--- src/rtl/trap_cmp_pkg.sv ---
package trap_cmp_pkg;

  // number of relations a mask can enable
  localparam int REL_N = 5;

  // relation flags; packed order mirrors the mask bit positions (msb = bit 4)
  typedef struct packed {
    logic lt_s;   // bit 4
    logic gt_s;   // bit 3
    logic eq;     // bit 2
    logic lt_u;   // bit 1
    logic gt_u;   // bit 0
  } rel_t;

  localparam int CODE_W_DEF = 4;
  localparam logic [CODE_W_DEF-1:0] TRAP_CODE_DEF = 4'h4;

endpackage

--- src/rtl/trap_rst_sync.sv ---
module trap_rst_sync #(
  parameter int STAGES = 2
) (
  input  logic clk,
  input  logic rst_n,
  output logic rst_sync_n
);

  logic [STAGES-1:0] chain_q;
  logic [STAGES-1:0] chain_d;

  always_comb begin
    chain_d = {chain_q[STAGES-2:0], 1'b1};
  end

  always_ff @(posedge clk or negedge rst_n) begin
    if (!rst_n) begin
      chain_q <= '0;
    end else begin
      chain_q <= chain_d;
    end
  end

  assign rst_sync_n = chain_q[STAGES-1];

endmodule

--- src/rtl/trap_operand_fmt.sv ---
module trap_operand_fmt #(
  parameter int DATA_W = 64,
  parameter int HALF_W = DATA_W / 2
) (
  input  logic              dword,
  input  logic [DATA_W-1:0] opd,
  output logic [DATA_W-1:0] opd_sx,
  output logic [DATA_W-1:0] opd_zx
);

  localparam int EXT_W = DATA_W - HALF_W;

  logic [HALF_W-1:0] low_half;
  logic              low_sign;

  assign low_half = opd[HALF_W-1:0];
  assign low_sign = opd[HALF_W-1];

  generate
    if (EXT_W > 0) begin : g_ext
      always_comb begin
        if (dword) begin
          opd_sx = opd;
          opd_zx = opd;
        end else begin
          opd_sx = {{EXT_W{low_sign}}, low_half};
          opd_zx = {{EXT_W{1'b0}}, low_half};
        end
      end
    end else begin : g_flat
      always_comb begin
        opd_sx = opd;
        opd_zx = opd;
      end
    end
  endgenerate

endmodule

--- src/rtl/trap_rel_unit.sv ---
module trap_rel_unit
  import trap_cmp_pkg::*;
#(
  parameter int DATA_W = 64
) (
  input  logic [DATA_W-1:0] a_sx,
  input  logic [DATA_W-1:0] b_sx,
  input  logic [DATA_W-1:0] a_zx,
  input  logic [DATA_W-1:0] b_zx,
  output rel_t              rel
);

  always_comb begin
    rel.lt_s = $signed(a_sx) < $signed(b_sx);
    rel.gt_s = $signed(a_sx) > $signed(b_sx);
    rel.eq   = (a_zx == b_zx);
    rel.lt_u = a_zx < b_zx;
    rel.gt_u = a_zx > b_zx;
  end

endmodule

--- src/rtl/trap_mask_combine.sv ---
module trap_mask_combine #(
  parameter int REL_N = 5
) (
  input  logic [REL_N-1:0] rel_vec,
  input  logic [REL_N-1:0] mask,
  output logic             hit
);

  logic [REL_N-1:0] sel;

  generate
    for (genvar g = 0; g < REL_N; g++) begin : g_sel
      assign sel[g] = rel_vec[g] & mask[g];
    end
  endgenerate

  assign hit = |sel;

endmodule

--- src/rtl/trap_cmp_top.sv ---
module trap_cmp_top
  import trap_cmp_pkg::*;
#(
  parameter int                DATA_W    = 64,
  parameter int                CODE_W    = CODE_W_DEF,
  parameter logic [CODE_W-1:0] TRAP_CODE = TRAP_CODE_DEF
) (
  input  logic              clk,
  input  logic              rst_n,
  input  logic              valid_i,
  input  logic              dword_i,
  input  logic [REL_N-1:0]  mask_i,
  input  logic [DATA_W-1:0] a_i,
  input  logic [DATA_W-1:0] b_i,
  output logic              done_o,
  output logic              trap_o,
  output logic [CODE_W-1:0] code_o
);

  localparam int HALF_W = DATA_W / 2;

  logic rst_sync_n;

  trap_rst_sync #(.STAGES(2)) i_rst_sync (
    .clk        (clk),
    .rst_n      (rst_n),
    .rst_sync_n (rst_sync_n)
  );

  // operand formatting for the selected width
  logic [DATA_W-1:0] a_sx, a_zx, b_sx, b_zx;

  trap_operand_fmt #(.DATA_W(DATA_W), .HALF_W(HALF_W)) i_fmt_a (
    .dword  (dword_i),
    .opd    (a_i),
    .opd_sx (a_sx),
    .opd_zx (a_zx)
  );

  trap_operand_fmt #(.DATA_W(DATA_W), .HALF_W(HALF_W)) i_fmt_b (
    .dword  (dword_i),
    .opd    (b_i),
    .opd_sx (b_sx),
    .opd_zx (b_zx)
  );

  rel_t rel;

  trap_rel_unit #(.DATA_W(DATA_W)) i_rel (
    .a_sx (a_sx),
    .b_sx (b_sx),
    .a_zx (a_zx),
    .b_zx (b_zx),
    .rel  (rel)
  );

  logic hit;

  trap_mask_combine #(.REL_N(REL_N)) i_comb (
    .rel_vec (rel),
    .mask    (mask_i),
    .hit     (hit)
  );

  // next-state
  logic              done_q, done_d;
  logic              trap_q, trap_d;
  logic [CODE_W-1:0] code_q, code_d;
  logic              res_en;

  always_comb begin
    res_en = valid_i | done_q;
    done_d = valid_i;
    trap_d = valid_i & hit;
    code_d = (valid_i & hit) ? TRAP_CODE : '0;
  end

  // registers
  always_ff @(posedge clk or negedge rst_sync_n) begin
    if (!rst_sync_n) begin
      done_q <= 1'b0;
      trap_q <= 1'b0;
      code_q <= '0;
    end else if (res_en) begin
      done_q <= done_d;
      trap_q <= trap_d;
      code_q <= code_d;
    end
  end

  assign done_o = done_q;
  assign trap_o = trap_q;
  assign code_o = code_q;

  // checks beside the result stage
  p_done_follows_valid_r8: assert property (@(posedge clk) disable iff (!rst_sync_n)
    valid_i |=> done_o);

  p_no_spurious_done_r8: assert property (@(posedge clk) disable iff (!rst_sync_n)
    !valid_i |=> !done_o);

  p_trap_needs_done_r8: assert property (@(posedge clk) disable iff (!rst_sync_n)
    trap_o |-> done_o);

  p_zero_mask_quiet_r7: assert property (@(posedge clk) disable iff (!rst_sync_n)
    (valid_i && mask_i == '0) |=> !trap_o);

  p_full_mask_fires_r7: assert property (@(posedge clk) disable iff (!rst_sync_n)
    (valid_i && mask_i == '1) |=> trap_o);

  p_equal_fires_r3: assert property (@(posedge clk) disable iff (!rst_sync_n)
    (valid_i && mask_i[2] && a_i == b_i) |=> trap_o);

  p_code_matches_trap_r9: assert property (@(posedge clk) disable iff (!rst_sync_n)
    (code_o != '0) == trap_o);

  p_relations_exclusive_r1: assert property (@(posedge clk) disable iff (!rst_sync_n)
    valid_i |-> $onehot0({rel.lt_s, rel.gt_s, rel.eq}));

endmodule

--- config.mk ---
export PLATFORM = sky130hd
export DESIGN_NAME = trap_cmp_top
export DESIGN_NICKNAME = d
export VERILOG_FILES = /design/src/rtl/trap_cmp_pkg.sv /design/src/rtl/trap_rst_sync.sv /design/src/rtl/trap_operand_fmt.sv /design/src/rtl/trap_rel_unit.sv /design/src/rtl/trap_mask_combine.sv /design/src/rtl/trap_cmp_top.sv
export SDC_FILE = /design/constraint.sdc
export NUM_CORES = 1
export LEC_CHECK = 0
export ABC_AREA = 0
export ABC_CLOCK_PERIOD_IN_PS = 800
export BUFFER_PORTS_ARGS = -buffer_cell sky130_fd_sc_hd__buf_2
export CAP_MARGIN = 5
export CORE_ASPECT_RATIO = 1.4
export CORE_MARGIN = 5
export CORE_UTILIZATION = 30
export CTS_CLUSTER_SIZE = 16
export DETAILED_ROUTE_END_ITERATION = 16
export HOLD_SLACK_MARGIN = 0.03
export PLACE_DENSITY = 0.48
export SETUP_SLACK_MARGIN = 0.4
export SYNTH_ARGS = -nofsm -noshare
export SYNTH_HDL_FRONTEND = slang
export SYNTH_HIERARCHICAL = 1
export SYNTH_SLANG_ARGS = --single-unit
--- constraint.sdc ---
create_clock -name clk -period 0.8 [get_ports clk]
set_input_delay 0.08 -clock clk [delete_from_list [all_inputs] [get_ports clk]]
set_output_delay 0.08 -clock clk [all_outputs]
set_load 0.02 [all_outputs]
[After elaboration in Yosys (flattened, before gate mapping)]
Index checks and enable logic that the tools add are counted.
Word-level totals
  memories: 0
  input bits: 137
  bits in read-only memories: 0
  register bits after elaboration: 8
  logic and storage cells: 22
  memory bits (writable): 0
  bits in latches: 0
  output and inout bits: 6
Cells by class
  add/sub/neg operators: 0
  $mul: 0
  div/mod/pow operators: 0
  equality and inequality tests: 1
  shifts and indexed selects: 0
  bitwise logic cells: 7
  magnitude comparators: 4
  reductions and logical operators: 1
  mux-type cells: 5
Operator list (number)
  64-bit two-way mux: 4
  64-bit greater-than comparator: 2
  64-bit less-than comparator: 2
  64-bit == test: 1
  1-bit AND: 6
  5-bit OR reduction: 1
  3-bit two-way mux: 1
  1-bit OR: 1

[Longest topological paths before layout]
Gate-level depths: netlist of the first run.
  depth in word-level cells: 6
  depth in mapped cells: 15
  depth with buffers taken out: 13

[Modules after synthesis]
The synthesis of the first run kept the hierarchy.
Modules (own cells, without submodules)
  trap_rel_unit: seq. area each 0.0 um^2, area each 3285.7 um^2, cells each 472, times used 1
  trap_operand_fmt: seq. area each 0.0 um^2, area each 1242.4 um^2, cells each 138, times used 2
  trap_cmp_top: seq. area each 50.0 um^2, area each 100.1 um^2, cells each 10, times used 1
  trap_rst_sync: seq. area each 50.0 um^2, area each 53.8 um^2, cells each 3, times used 1
  trap_mask_combine: seq. area each 0.0 um^2, area each 21.3 um^2, cells each 3, times used 1

[Least setup slack after synthesis of the first run]
OpenSTA, ideal clock, no wires.
  path type: input-to-reg
  start: input dword_i
  end: register code_q[2] (netlist: code_o[2])
  data arrival time: 2.597 ns
  required time: 0.679 ns
  buffers on the path: 2
  slack: -1.918 ns
  stages on the path: 13
  cells stage by stage: buf_6 > buf_12 > mux2_4 > ha_1 > nand4_1 > nor4_1 > nand4_1 > a31o_1 > nand3_2 > mux2i_1 > a222oi_1 > nand2_1 > a22o_1
RTL lines
  start, declared: line trap_cmp_top.sv:11  | input logic dword_i,
  end signal, assigned: line trap_cmp_top.sv:87  | code_q <= code_d;
  end, declared: line trap_cmp_top.sv:68  | logic [CODE_W-1:0] code_q, code_d;

==> results.cfg, run 1 <==
[die]
core_region_area_sq_mm = 0.0197
initial_core_util_pct = 30.2
io-pin-count = 143
dieArea_sq_mm = 0.0228
die_x_um = 129
row_count = 61
die_h_um = 177

[clock_tree]
h-tree-depth = 1
cts_buffers = 3
root_buffer = clkbuf_16
cts_sinks = 4
clockBufferDepth = 2
cts_hold_buf = 1
tritoncts = yes
clk_latency_ps = 220
cts.clk_slew.worst_paths_ps = 30

[critical_path]
crit_top_cell = nand4_1
rr_startpoint = code_o[2]$_DFFE_PN0P_
crit_path_start_kind = input pin
crit_chain = clkbuf_16 -> buf_6 -> mux2_4 -> ha_1 -> nand4_1 -> nor4_4 -> nand4_1 -> a31o_1 -> nand3_2 -> mux2i_1 -> a222oi_1 -> nand2_1 -> a22o_1
crit_type = input pin to flop
crit_slowest_cell = nor4_4
r2r_setup_slack_ps = -90
endpoint = code_o[2]$_DFFE_PN0P_
worst-path-stages = 13
cp-end-kind = flop
crit_start = dword_i
path_buf_inv = 2
crit_family = simple AND/OR/NAND/NOR gates
crit_path_max_fanout = 7
r2r_cells = 2
r2r-end = code_o[2]$_DFFE_PN0P_
arrival_ps = 2770
required_ps = 910
slowest_delay_ps = 370

[logic_synthesis]
ys_seq_elements = 4
synthTopCellsByArea = ha_1 27%, buf_4 17%, mux2_4 14%
synth-seq-area-share_pct = 1.68
synthDistinctLibCells = 48
synth_enable_flop_cells = 0
ys.warnings.count = 6
synth_top_area_share_pct = 26.9
synthFlopType = dfrtp_1
ys_async_sr_fraction_pct = 100
netlist_instances = 764
synth_area_sq_mm = 0.00595
avgSynthCellArea_sq_um = 7.78
netlist_top_cells_count = 132 x buf_4, 132 x inv_1, 128 x ha_1
yosysTopAreaCell = ha_1

[status]
outcome = finished, violations left
failed_checks = negative hold slack, negative setup slack

[detailed_routing]
drt-total-wl_um = 15100
drt_pass1_iterations = 4
wl_per_cell_um = 13.7
viasPerCell = 4.44
drtAntennaViolNets = 0
drt_iter0_drc = 119
dr_total_vias = 4902
drc = 0

[global_routing]
grt_overflow_total = 0
grt_pass1_wl_um = 23200
grt_pass1_vias = 5080
grt_usage_pct = 12.6
antenna_found_initial = 0
grt_max_degree = 23

[sta]
worstMarginPinSlew_ps = 510
setup_ws_ps = -1860
fin_crit_sh_pct = 333
whs_ps = -8.33
relSlewSlack_pct = 65.7
rsz0062_at_grt = true
min_period_ps = 2660
hold_violations = 1
clock.fmax_mhz = 375
final-setup-viol-count = 4
finalClockSkew_ps = 3.24
drv_slew = 0

[final_layout]
num_antenna_cells = 0
fill_cells = 2120
multiInputGateArea_sq_mm = 0.00445
layout-drive-gt1-share_pct = 40.1
final_cells = 1103
syn_to_final_growth_pct = 20.2
regArea_sq_um = 101
fin_nets = 1117

[place]
gp_congestion = 0.798
hpwl_um = 13200
portBuffers = 139
place_inst = 1081

[power_and_ir_drop]
power_mw = 4.90
pwr_density_cell_mw_per_mm2 = 686
p_leak_nw = 3.93
peakVddDrop_mv = 0.416

[min_path]
hold_start = valid_i
hold_class = input pin to flop

[run]
maxCapViolations = 0
## sequential cells by signal, indices dropped and copies added (netlist names)
name and flops:
done_o 1, i_rst_sync/chain_q 2, code_o 1
## layer usage
metal / up-vias / GRT usage, % / routed length [um]
met3: 12 / 0.999 / 701
li1: 2612 / - / -
met1: 2176 / 13.9 / 5740
met5: - / 0 / 0
met4: 0 / 2.28 / 199
met2: 102 / 25.6 / 8450
## worst min path at each step
stage	to	slack (ps)	cells past startpoint
2_1_floorplan	i_rst_sync/chain_q[0]$_DFF_PN0_	-220	0
3_3_place_gp	i_rst_sync/chain_q[0]$_DFF_PN0_	-130	1
3_5_place_dp	i_rst_sync/chain_q[1]$_DFF_PN0_	-130	1
4_1_cts	done_o$_DFFE_PN0P_	-10	1
5_1_grt	done_o$_DFFE_PN0P_	-10	1
6_report	done_o$_DFFE_PN0P_	-8	1
## final cells by class
cell class	instances	area share, %
Tap cell	252	4.41
Sequential cell	4	1.42
Timing Repair Buffer	234	23.9
Multi-Input combinational cell	477	62.2
Clock buffer	4	1.10
Inverter	132	6.93
## power by group
| part | switching, mW | total (mW) | internal (mW) |
|---|---|---|---|
| registers | 0.0206 | 0.242 | 0.221 |
| clock network | 0.138 | 0.796 | 0.658 |
| logic | 1.75 | 3.87 | 2.11 |
## stage by stage
step / util (%) / setup slack [ps] / hold WS (ps) / setup TNS, ps / instance area [sq um]
finish: 36.3 / -1860 / -8.33 / -2090 / 7150
global route: 36.3 / -1990 / -9.91 / -2310 / 7150
CTS: 34.3 / -1890 / -10.2 / -2150 / 6750
detailed placement: 33.0 / -2280 / -134 / -2280 / 6500
global placement: 33.0 / -2240 / -135 / -2240 / 6500
floorplan: - / -1770 / -216 / -1770 / 6020
## repair_timing
action	in CTS	in global routing
gates resized for setup	21	38
endpoints found under the hold margin	3	1
setup endpoints to repair	5	5
pin swaps	4	22
buffers inserted	6	4
cloned	0	7
## cells in the final DEF, fill, tap and decap left out, types with 3 or more instances in the layout
cell type / synthesis / layout
ha_1: 128 / 112
buf_8: 2 / 3
a21oi_1: 50 / 48
and2_1: 64 / 64
buf_12: 4 / 6
buf_6: 2 / 7
buf_4: 132 / 74
inv_1: 132 / 125
nand3_1: 11 / 11
ha_4: 0 / 16
a22oi_1: 3 / 3
nor2_1: 19 / 18
o21ai_0: 18 / 14
mux2_4: 56 / 58
dfrtp_1: 4 / 3
nor4_1: 6 / 3
buf_2: 12 / 134
clkbuf_16: 0 / 10
a21o_1: 12 / 12
nand2_1: 33 / 33
nor3_1: 6 / 5
conb_1: 2 / 4
nor4_2: 1 / 3
inv_2: 0 / 7
mux2_2: 8 / 6
nand4_1: 25 / 25
o21ai_1: 0 / 4
## cells by family after synthesis
| group | synth area share [%] |
|---|---|
| AOI/OAI and AO/OA | 10.2 |
| adders and majority gates | 26.9 |
| xor gates and xnor gates | 0.147 |
| buffers and inverters | 28.3 |
| and+or+nand+nor | 16.8 |
| DFF | 1.68 |
| muxes | 15.8 |
| other | 0.126 |
Note: power is estimated with default switching activity, not from simulation.
==> run 2: changes to the inputs <==
--- a/config.mk
+++ b/config.mk
@@ -14,7 +14,8 @@
 export CORE_UTILIZATION = 30
 export CTS_CLUSTER_SIZE = 16
 export DETAILED_ROUTE_END_ITERATION = 16
-export HOLD_SLACK_MARGIN = 0.03
+export GPL_TIMING_DRIVEN = 0
+export HOLD_SLACK_MARGIN = 0.1
 export PLACE_DENSITY = 0.48
 export SETUP_SLACK_MARGIN = 0.4
 export SYNTH_ARGS = -nofsm -noshare
==> run 2 against run 1 <==
Clock power increased by 1%; core utilization increased by 0.97 points; the flow finishes with violations (negative setup slack); count of clock-buffer cells in the layout unchanged; critical path type unchanged; via count increased by 2.3%; largest cell class unchanged; clock skew increased by 1.8 ps; final area increased by 2.7%; cell count increased by 1.4%; sequential power decreased by 2%.
==> results.cfg, run 2 (synthesized netlist as in run 1, its figures left out) <==
[power_and_ir_drop]
p_int_mw = 3.01
comb_power_share_pct = 78.6
switchingPower_mw = 1.86
netSwitchingFraction_pct = 38.1
clkPwrFrac_pct = 16.5
p_leak_nw = 4.09
seqPwrFrac_pct = 4.9
pwr_density_cell_mw_per_mm2 = 664
peakVddDrop_mv = 0.533

[detailed_routing]
drtAntennaViolNets = 0
drc = 0
dr_total_vias = 5013
wl_per_cell_um = 13.8
drt_iter0_drc = 169
viasPerCell = 4.48
drt_pass1_iterations = 4
drt-total-wl_um = 15500

[clock_tree]
cts_sinks = 4
root_buffer = clkbuf_16
cts_hold_buf = 1
cts_buffers = 3
h-tree-depth = 1
clk_latency_ps = 230
cts.clk_slew.worst_paths_ps = 30
clockBufferDepth = 2
tritoncts = yes

[die]
dieArea_sq_mm = 0.0228
core_region_area_sq_mm = 0.0197
initial_core_util_pct = 30.2
row_count = 61
io-pin-count = 143
die_x_um = 129
die_h_um = 177

[critical_path]
rr_startpoint = code_o[2]$_DFFE_PN0P_
arrival_ps = 2850
r2r_cells = 2
required_ps = 910
crit_path_start_kind = input pin
r2r_setup_slack_ps = -60
crit_type = input pin to flop
crit_path_max_fanout = 6
cp-end-kind = flop
r2r-end = code_o[2]$_DFFE_PN0P_

[sta]
finalClockSkew_ps = 4.99
rsz0062_at_grt = true
setup_tns_ps = -2200
hold_violations = 0
drv_slew = 0
clock.fmax_mhz = 364
setup_ws_ps = -1940
final-setup-viol-count = 4
fin_crit_sh_pct = 343
min_period_ps = 2740

[place]
place_area_sq_mm = 0.00672
portBuffers = 76
hpwl_um = 13900
gp_congestion = 0.785

[global_routing]
grt_usage_pct = 13.2
antenna_found_initial = 0
grt_overflow_total = 0
grt_pass1_wl_um = 24400
grt_pass1_vias = 5050
grt_max_degree = 11

[final_layout]
num_antenna_cells = 0
syn_to_final_growth_pct = 23.4
fin_nets = 1132
layout-drive-gt1-share_pct = 39.5
largest-register = i_rst_sync/chain_q
postLayoutCellArea_sq_mm = 0.00734
largest_register_ffs = 2
layout_commonest_cell = buf_4
fill_cells = 2149
final_cell_mix = 147 x buf_4, 131 x inv_1, 116 x ha_1, 75 x buf_2, 64 x and2_1

[min_path]
hold_class = flop to asynchronous set/reset pin

[status]
outcome = finished, violations left
failed_checks = negative setup slack

[run]
maxCapViolations = 0
run 2: area by class of cell:
type                       instances  area, sq um  area share (%)
timing repair buffer              96          651            8.87
inverter                         132          495            6.75
sequential                         4          101            1.38
tap                              252          315            4.30
clock buffer                       4         78.8            1.07
buffer                           153         1270            17.3
multi-input combinational        477         4430            60.4
run 2: worst max-delay path, cell delays in order:
cell	delay, ps
buf_16	130
buf_12	140
mux2_4	310
ha_4	270
nand4_1	150
buf_4	190
nor4_4	310
nand4_1	210
a31o_1	260
nand3_2	100
mux2i_1	80
a222oi_1	270
nand2_1	130
a22o_1	220
run 2: routing by layer:
metal	track usage [%]	vias up	wire length (um)
met1	14.4	2279	5880
met4	1.09	0	124
li1	-	2631	-
met2	27.2	95	8710
met3	1.76	8	756
met5	0	-	0
run 2: per-stage QoR:
step                      cells  setup slack, ps  hold slack, ps  power (mW)  util, %
after floorplan             766            -1770            -216        2.87        -
after global placement     1094            -2550            -133        3.71     34.1
after detailed placement   1094            -2540            -134        3.72     34.1
after CTS                  1111            -2100            20.1        4.84     36.5
after global routing       1118            -2180            26.9        5.40     37.3
final                      1118            -1940            18.9        4.87     37.3
run 2: timing repair:
item | in CTS | in global routing
setup buffers | 9 | 7
pin swaps | 14 | 11
gates resized for setup | 41 | 14
setup endpoints to repair | 5 | 5
hold endpoints to repair | 5 | 3
cloned | 3 | 0
run 2: worst max path at each step:
stage / start / to / cells after the start
after detailed placement: b_i[31] / code_o[2]$_DFFE_PN0P_ / 14
after global placement: b_i[31] / code_o[2]$_DFFE_PN0P_ / 14
after CTS: dword_i / code_o[2]$_DFFE_PN0P_ / 13
final: dword_i / code_o[2]$_DFFE_PN0P_ / 14
after floorplan: dword_i / code_o[2]$_DFFE_PN0P_ / 13
after global routing: dword_i / code_o[2]$_DFFE_PN0P_ / 13
run 2: power by group through the flow:
stage / logic (mW) / clock network [mW] / registers [mW]
floorplan: 2.63 / 0 / 0.248
global placement: 3.47 / 0 / 0.233
detailed placement: 3.48 / 0 / 0.234
CTS: 3.78 / 0.819 / 0.236
global route: 4.31 / 0.847 / 0.239
finish: 3.83 / 0.804 / 0.237
